[config.mk]
export PLATFORM = sky130hd
export DESIGN_NAME = audio_stat_regs
export DESIGN_NICKNAME = d
export VERILOG_FILES = /design/src/rtl/asr_pkg.sv /design/src/rtl/asr_owner.sv /design/src/rtl/asr_lockstat.sv /design/src/rtl/asr_notify.sv /design/src/rtl/audio_stat_regs.sv
export SDC_FILE = /design/constraint.sdc
export NUM_CORES = 1
export LEC_CHECK = 0
export ABC_CLOCK_PERIOD_IN_PS = 6300
export BUFFER_PORTS_ARGS = -buffer_cell sky130_fd_sc_hd__buf_4
export CORE_ASPECT_RATIO = 0.9
export CORE_MARGIN = 1.5
export CORE_UTILIZATION = 38
export CTS_BUF_LIST = sky130_fd_sc_hd__clkbuf_8
export DETAILED_ROUTE_END_ITERATION = 16
export SLEW_MARGIN = 25
export SYNTH_ARGS = -nofsm -noshare
export SYNTH_HDL_FRONTEND = slang
export SYNTH_SLANG_ARGS = --single-unit
[constraint.sdc]
create_clock -name clk -period 6.3 [get_ports clk]
set_input_delay 0.945 -clock clk [delete_from_list [all_inputs] [get_ports clk]]
set_output_delay 0.945 -clock clk [all_outputs]
set_load 0.05 [all_outputs]
[src/rtl/asr_pkg.sv]
package asr_pkg;

    localparam int unsigned ADDR_W = 8;
    localparam int unsigned SRC_N  = 11;
    localparam int unsigned EVT_W  = 32;

    typedef enum logic [1:0] {
        OP_READ  = 2'd0,
        OP_WRITE = 2'd1,
        OP_CSWAP = 2'd2
    } op_e;

    localparam logic [63:0] OWNER_NONE = 64'hFFFF_0000_0000_0000;

    localparam logic [ADDR_W-1:0] OFS_OWN_HI  = 8'h00;
    localparam logic [ADDR_W-1:0] OFS_OWN_LO  = 8'h04;
    localparam logic [ADDR_W-1:0] OFS_EVENT   = 8'h08;
    localparam logic [ADDR_W-1:0] OFS_CLKSEL  = 8'h0C;
    localparam logic [ADDR_W-1:0] OFS_ENABLE  = 8'h10;
    localparam logic [ADDR_W-1:0] OFS_CLKSTAT = 8'h14;
    localparam logic [ADDR_W-1:0] OFS_EXTSTAT = 8'h18;

    localparam logic [EVT_W-1:0] EV_RX_CFG  = 32'h0000_0001;
    localparam logic [EVT_W-1:0] EV_TX_CFG  = 32'h0000_0002;
    localparam logic [EVT_W-1:0] EV_CUR_LCK = 32'h0000_0010;
    localparam logic [EVT_W-1:0] EV_CLK_ACC = 32'h0000_0020;
    localparam logic [EVT_W-1:0] EV_ANY_LCK = 32'h0000_0040;

    typedef struct packed {
        logic [7:0] rate;
        logic [7:0] src;
    } clksel_t;

    localparam clksel_t CLKSEL_RESET = '{rate: 8'h02, src: 8'h0C};

    function automatic logic [31:0] ext_word(input logic [SRC_N-1:0] slip,
                                             input logic [SRC_N-1:0] lock);
        logic [31:0] w;
        w = '0;
        w[SRC_N-1:0]       = lock;
        w[16+SRC_N-1:16]   = slip;
        return w;
    endfunction

    function automatic logic [31:0] stat_word(input logic [7:0] rate,
                                              input logic locked);
        return {16'h0000, rate, 7'b0, locked};
    endfunction

endpackage

[src/rtl/asr_owner.sv]
module asr_owner
    import asr_pkg::*;
(
    input  logic        clk,
    input  logic        rst,
    input  logic        bus_reset,
    input  logic        cas_en,
    input  logic [63:0] cas_cmp,
    input  logic [63:0] cas_new,
    output logic [63:0] owner
);

    always_ff @(posedge clk) begin
        if (rst || bus_reset) begin
            owner <= OWNER_NONE;
        end else if (cas_en && (cas_cmp == owner)) begin
            owner <= cas_new;
        end
    end

    // bus reset always leaves the no-owner value
    p_busreset_owner_r3: assert property (@(posedge clk) disable iff (rst)
        bus_reset |=> (owner == OWNER_NONE));

    // without a compare-swap or bus reset the owner holds
    p_owner_hold_r2: assert property (@(posedge clk) disable iff (rst)
        (!cas_en && !bus_reset) |=> $stable(owner));

    // a mismatching compare leaves the owner unchanged
    p_cas_miss_r2: assert property (@(posedge clk) disable iff (rst)
        (cas_en && !bus_reset && (cas_cmp != owner)) |=> $stable(owner));

endmodule

[src/rtl/asr_lockstat.sv]
module asr_lockstat
    import asr_pkg::*;
#(
    parameter int unsigned N = SRC_N
) (
    input  logic         clk,
    input  logic         rst,
    input  logic [N-1:0] src_lock,
    input  logic [N-1:0] src_slip,
    input  logic         cur_locked,
    input  logic         clr_slip,
    output logic         lock_chg,
    output logic         cur_chg,
    output logic [N-1:0] slip_q
);

    logic [N-1:0] lock_prev;
    logic         cur_prev;

    always_ff @(posedge clk) begin
        lock_prev <= src_lock;
        cur_prev  <= cur_locked;
    end

    assign lock_chg = !rst && (src_lock != lock_prev);
    assign cur_chg  = !rst && (cur_locked != cur_prev);

    for (genvar i = 0; i < N; i++) begin : g_slip
        always_ff @(posedge clk) begin
            if (rst) begin
                slip_q[i] <= 1'b0;
            end else if (src_slip[i]) begin
                slip_q[i] <= 1'b1;
            end else if (clr_slip) begin
                slip_q[i] <= 1'b0;
            end
        end
    end

    // flags never drop without a clearing read
    p_slip_sticky_r8: assert property (@(posedge clk) disable iff (rst)
        !clr_slip |=> ((slip_q & $past(slip_q)) == $past(slip_q)));

    // a reported slip is always captured
    p_slip_set_r8: assert property (@(posedge clk) disable iff (rst)
        (|src_slip) |=> ((slip_q & $past(src_slip)) == $past(src_slip)));

endmodule

[src/rtl/asr_notify.sv]
module asr_notify
    import asr_pkg::*;
(
    input  logic             clk,
    input  logic             rst,
    input  logic [EVT_W-1:0] evt,
    input  logic [63:0]      owner,
    input  logic             ntf_ready,
    output logic [EVT_W-1:0] event_q,
    output logic             ntf_valid,
    output logic [63:0]      ntf_addr,
    output logic [EVT_W-1:0] ntf_data
);

    logic has_evt;
    logic owned;

    assign has_evt = |evt;
    assign owned   = (owner != OWNER_NONE);

    always_ff @(posedge clk) begin
        if (rst) begin
            event_q   <= '0;
            ntf_valid <= 1'b0;
            ntf_addr  <= '0;
            ntf_data  <= '0;
        end else begin
            if (has_evt) begin
                event_q <= evt;
            end
            if (has_evt && owned) begin
                ntf_valid <= 1'b1;
                ntf_addr  <= owner;
                ntf_data  <= evt;
            end else if (ntf_ready) begin
                ntf_valid <= 1'b0;
            end
        end
    end

    // the event word is replaced by exactly the new bits
    p_evt_replace_r4: assert property (@(posedge clk) disable iff (rst)
        has_evt |=> (event_q == $past(evt)));

    // without events the word holds
    p_evt_hold_r4: assert property (@(posedge clk) disable iff (rst)
        !has_evt |=> $stable(event_q));

    // an untaken offer stays up with its payload
    p_ntf_hold_r5: assert property (@(posedge clk) disable iff (rst)
        (ntf_valid && !ntf_ready && !has_evt) |=> (ntf_valid && $stable(ntf_data) && $stable(ntf_addr)));

    // no offer targets the no-owner address
    p_ntf_owner_r5: assert property (@(posedge clk) disable iff (rst)
        ntf_valid |-> (ntf_addr != OWNER_NONE));

endmodule

[src/rtl/audio_stat_regs.sv]
module audio_stat_regs
    import asr_pkg::*;
(
    input  logic              clk,
    input  logic              rst,
    input  logic              bus_reset,
    input  logic              req_valid,
    input  logic [1:0]        req_op,
    input  logic              req_block,
    input  logic [ADDR_W-1:0] req_addr,
    input  logic [63:0]       req_wdata,
    input  logic [63:0]       req_cmp,
    output logic              rsp_valid,
    output logic [63:0]       rsp_data,
    input  logic [SRC_N-1:0]  src_lock,
    input  logic [SRC_N-1:0]  src_slip,
    input  logic              cur_locked,
    input  logic [7:0]        cur_rate,
    input  logic              rx_cfg_chg,
    input  logic              tx_cfg_chg,
    output logic              stream_en,
    output logic              ntf_valid,
    input  logic              ntf_ready,
    output logic [63:0]       ntf_addr,
    output logic [EVT_W-1:0]  ntf_data
);

    op_e op;
    logic is_rd, is_wr, is_cs;
    logic cas_en, clksel_wr, enable_wr, slip_clr, mapped;
    logic [63:0] owner;
    logic [SRC_N-1:0] slip_q;
    logic lock_chg, cur_chg;
    logic [EVT_W-1:0] evt, event_q;
    clksel_t clksel_q;
    logic [31:0] rd_word;

    assign op        = op_e'(req_op);
    assign is_rd     = req_valid && (op == OP_READ);
    assign is_wr     = req_valid && (op == OP_WRITE);
    assign is_cs     = req_valid && (op == OP_CSWAP);
    assign cas_en    = is_cs && (req_addr == OFS_OWN_HI);
    assign clksel_wr = is_wr && (req_addr == OFS_CLKSEL);
    assign enable_wr = is_wr && (req_addr == OFS_ENABLE);
    assign slip_clr  = is_rd && !req_block && (req_addr == OFS_EXTSTAT);

    asr_owner u_owner (
        .clk       (clk),
        .rst       (rst),
        .bus_reset (bus_reset),
        .cas_en    (cas_en),
        .cas_cmp   (req_cmp),
        .cas_new   (req_wdata),
        .owner     (owner)
    );

    asr_lockstat #(.N(SRC_N)) u_lockstat (
        .clk        (clk),
        .rst        (rst),
        .src_lock   (src_lock),
        .src_slip   (src_slip),
        .cur_locked (cur_locked),
        .clr_slip   (slip_clr),
        .lock_chg   (lock_chg),
        .cur_chg    (cur_chg),
        .slip_q     (slip_q)
    );

    always_comb begin
        evt = '0;
        if (rx_cfg_chg) evt = evt | EV_RX_CFG;
        if (tx_cfg_chg) evt = evt | EV_TX_CFG;
        if (cur_chg)    evt = evt | EV_CUR_LCK;
        if (clksel_wr)  evt = evt | EV_CLK_ACC;
        if (lock_chg)   evt = evt | EV_ANY_LCK;
    end

    asr_notify u_notify (
        .clk       (clk),
        .rst       (rst),
        .evt       (evt),
        .owner     (owner),
        .ntf_ready (ntf_ready),
        .event_q   (event_q),
        .ntf_valid (ntf_valid),
        .ntf_addr  (ntf_addr),
        .ntf_data  (ntf_data)
    );

    always_ff @(posedge clk) begin
        if (rst) begin
            clksel_q  <= CLKSEL_RESET;
            stream_en <= 1'b0;
        end else begin
            if (clksel_wr) begin
                clksel_q <= clksel_t'(req_wdata[15:0]);
            end
            if (bus_reset) begin
                stream_en <= 1'b0;
            end else if (enable_wr) begin
                stream_en <= |req_wdata[31:0];
            end
        end
    end

    always_comb begin
        rd_word = '0;
        mapped  = 1'b1;
        case (req_addr)
            OFS_OWN_HI:  rd_word = owner[63:32];
            OFS_OWN_LO:  rd_word = owner[31:0];
            OFS_EVENT:   rd_word = event_q;
            OFS_CLKSEL:  rd_word = {16'h0000, clksel_q};
            OFS_ENABLE:  rd_word = {31'b0, stream_en};
            OFS_CLKSTAT: rd_word = stat_word(cur_rate, cur_locked);
            OFS_EXTSTAT: rd_word = ext_word(slip_q, src_lock);
            default:     mapped  = 1'b0;
        endcase
    end

    always_ff @(posedge clk) begin
        if (rst) begin
            rsp_valid <= 1'b0;
            rsp_data  <= '0;
        end else begin
            rsp_valid <= req_valid;
            if (cas_en) begin
                rsp_data <= owner;
            end else if (is_rd) begin
                rsp_data <= {32'h0, rd_word};
            end else begin
                rsp_data <= '0;
            end
        end
    end

    // unmapped reads answer zero
    p_unmapped_r11: assert property (@(posedge clk) disable iff (rst)
        (is_rd && !mapped) |=> (rsp_valid && (rsp_data == 64'h0)));

    // bus reset stops streaming
    p_busreset_en_r3: assert property (@(posedge clk) disable iff (rst)
        bus_reset |=> !stream_en);

    // compare-swap returns the owner as it was
    p_cas_old_r2: assert property (@(posedge clk) disable iff (rst)
        cas_en |=> (rsp_data == $past(owner)));

endmodule

==> reports/metrics.cfg <==
[synthesis]
synth_ff_type = dfxtp_1
yosys.area.top_type = dfxtp_1
yosysWarningCount = 0
ys_seq_area_share_pct = 48.8
yosysUniqueCellTypes = 48
yosys-top-cells-area = dfxtp_1 (49%), mux2i_1 (6.8%), xnor2_1 (6.2%)
syn_avg_cell_area_um2 = 9.14
syn_inst = 1095
ys_seq_elements = 244
synth_enable_flop_cells = 0
yosysTopAreaCellShare_pct = 48.8
netlist_area_mm2 = 0.0100
ys_async_sr_fraction_pct = 0

[placed_design]
portBuffers = 312
hpwl_um = 28700
place.gp.congestion = 0.906
postPlaceCellArea_mm2 = 0.0125
dp_cells = 1691

[worst_setup_path]
arrival_ps = 4440
crit_chain = buf_4, or4_1, nor4_4, nor4_1, a21oi_4, buf_4, mux2i_1, nor2_1
r2r_start = u_owner.owner[3]
path_class = input pin to flip-flop
cp-start-kind = input pin
cp_max_fo = 30
critPathLaunch = req_addr[4]
slowest_delay_ps = 920
crit_slowest_cell = nor4_4
cp_data_required_time_ps = 6690
critPathCaptureType = flip-flop
cp_common_cell = buf_4

[final_layout]
fin_nets = 1565
layout.cells.non_filler = 1767
final_common_cell = buf_4
layout_common_cells = buf_4 (326), dfxtp_1 (244), nor2_1 (89)
layout-drive-gt1-share_pct = 28.3
area_delta_synth_final_pct = 33.2
post-route-cell-area_mm2 = 0.0133

[timing]
skew_ps = 20.1
relSlewSlack_pct = 29.2
rsz0062_at_grt = false
slew_viol_final = 0
hold_viol = 0
post-route-min-period_ps = 4050
tns_ps = 0
worstMarginPinSlew_ps = 1050
whs_ps = 461
fin_crit_sh_pct = 64.3
setup_viol = 0
timing.fmax_mhz = 247

[clocking]
cts_resized = 0
cts_tree = done
htreeDepth = 2
post-cts-setup-buffers = 0
cts.sinks = 244
root_buffer = clkbuf_8
clkSlewWorstSetupHoldPaths_ps = 60
hold_buffers = 0
cts_buffers = 42
clk_path_buf_depth = 3
clock_latency_ps = 540

[grt]
grtUsageTotal_pct = 28.4
antenna_found_initial = 1
grt_overflow = 0
grt_pass1_wl_um = 58000
grt_max_degree = 71
grt_pass1_vias = 9164

[die]
dieWidth_um = 174
ios = 340
die_y_um = 157
placementRows = 56
core_area_mm2 = 0.0260
start_util_pct = 38.5
dieArea_mm2 = 0.0273

[routing]
avgRoutedWirePerCell_um = 22.6
drt_iter0_markers = 974
drt.antenna.violating_nets = 0
firstDrtPassIters = 10
drcViolationCount = 0
routed_wl_um = 39900
vias = 9493
avgViaCountPerCell = 5.37

[pwr]
p_leak_nw = 5.33
ir_worst_vdd_v = 0.000118
p_switching_mw = 0.781
power_frac_comb_pct = 6.9
p_seq_share_pct = 48.4
power_density_mw_per_mm2 = 242
clockPowerShare_pct = 44.7
p_int_mw = 2.44
power.share.switching_pct = 24.2

[min_path]
worstHoldStart = u_notify.event_q[5]
worstHoldPathType = flip-flop to flip-flop

[job]
cap_violations = 0

[status]
outcome = completed

-- state kept, by name, indices dropped and copies added (netlist names), 5 cells and up --
register              count
u_notify.event_q          5
u_notify.ntf_data         5
clksel_q                 16
u_lockstat.lock_prev     11
rsp_data                 64
u_notify.ntf_addr        64
u_owner.owner            64
u_lockstat.slip_q        11
-- power groups by stage --
| stage | sequential (mW) | clock, mW | combinational, mW |
|---|---|---|---|
| after detailed placement | 1.59 | 0 | 0.222 |
| after CTS | 1.56 | 1.46 | 0.222 |
| after global routing | 1.56 | 1.52 | 0.237 |
| after floorplan | 1.59 | 0 | 0.107 |
| after global placement | 1.59 | 0 | 0.221 |
| final | 1.56 | 1.44 | 0.223 |
-- metrics by stage --
| stage | setup WS (ps) | util [%] | total power, mW |
|---|---|---|---|
| 2_1_floorplan | 3210 | - | 1.70 |
| 3_3_place_gp | 1790 | 48.0 | 1.81 |
| 3_5_place_dp | 1700 | 48.0 | 1.82 |
| 4_1_cts | 2250 | 51.2 | 3.24 |
| 5_1_grt | 2050 | 51.3 | 3.32 |
| 6_report | 2250 | 51.3 | 3.22 |
-- path summary, 6_finish.rpt --
path,endpoint,slack [ps],cells past startpoint
hold reg to reg,u_notify.event_q[5],460,2
setup / recovery,u_notify.ntf_addr[27],2250,8
hold / removal,u_notify.event_q[5],460,2
setup reg to reg,u_notify.ntf_addr[27],2740,7
-- per-layer routing --
layer  vias to the layer above  track usage (%)  routed length, µm
met5                         -                0                  0
met4                         0             9.69               1130
met3                        72             8.12               4110
met2                       505             45.5              18000
met1                      4479             36.9              16700
li1                       4437                -                  -
-- worst max-delay path: cells and delay by family --
kind	cells	cell delay, ps
AOI/OAI and AO/OA	1	610
buffers and inverters	2	690
muxes	1	260
and+or+nand+nor	4	1870
-- cells in the mapped netlist (5+ instances only) --
cell type    n
nor4_1      36
a222oi_1    15
xor2_1       5
o211ai_1     7
clkbuf_1    56
nand3_1     84
mux2i_1     68
xnor2_1     71
a22o_1       5
a22oi_1     14
o21ai_0     80
buf_4       33
nor4b_1      5
buf_2        5
a21oi_1     76
or4_1        5
nand2_1     73
nand4_1     35
nor2_1      90
a21o_1       5
dfxtp_1    244
buf_1        8
and2_1      34
-- kinds of logic after synthesis --
| kind of cell | Yosys count | synth area share, % |
|---|---|---|
| buffers and inverters | 107 | 5.50 |
| xor gates and xnor gates | 76 | 6.65 |
| and+or+nand+nor | 386 | 19.6 |
| other | 1 | 0.0375 |
| muxes | 69 | 6.91 |
| AOI/OAI and AO/OA | 212 | 12.5 |
| DFF | 244 | 48.8 |
-- layout make-up --
cell class / count / area, µm²
Antenna cell: 2 / 5.00
Clock buffer: 56 / 771
Clock inverter: 17 / 71.3
Fill cell: 2497 / 12700
Inverter: 3 / 11.3
Multi-Input combinational cell: 770 / 4700
Sequential cell: 244 / 4880
Tap cell: 348 / 435
Timing Repair Buffer: 327 / 2460
Power figures use the tool's default switching activity.
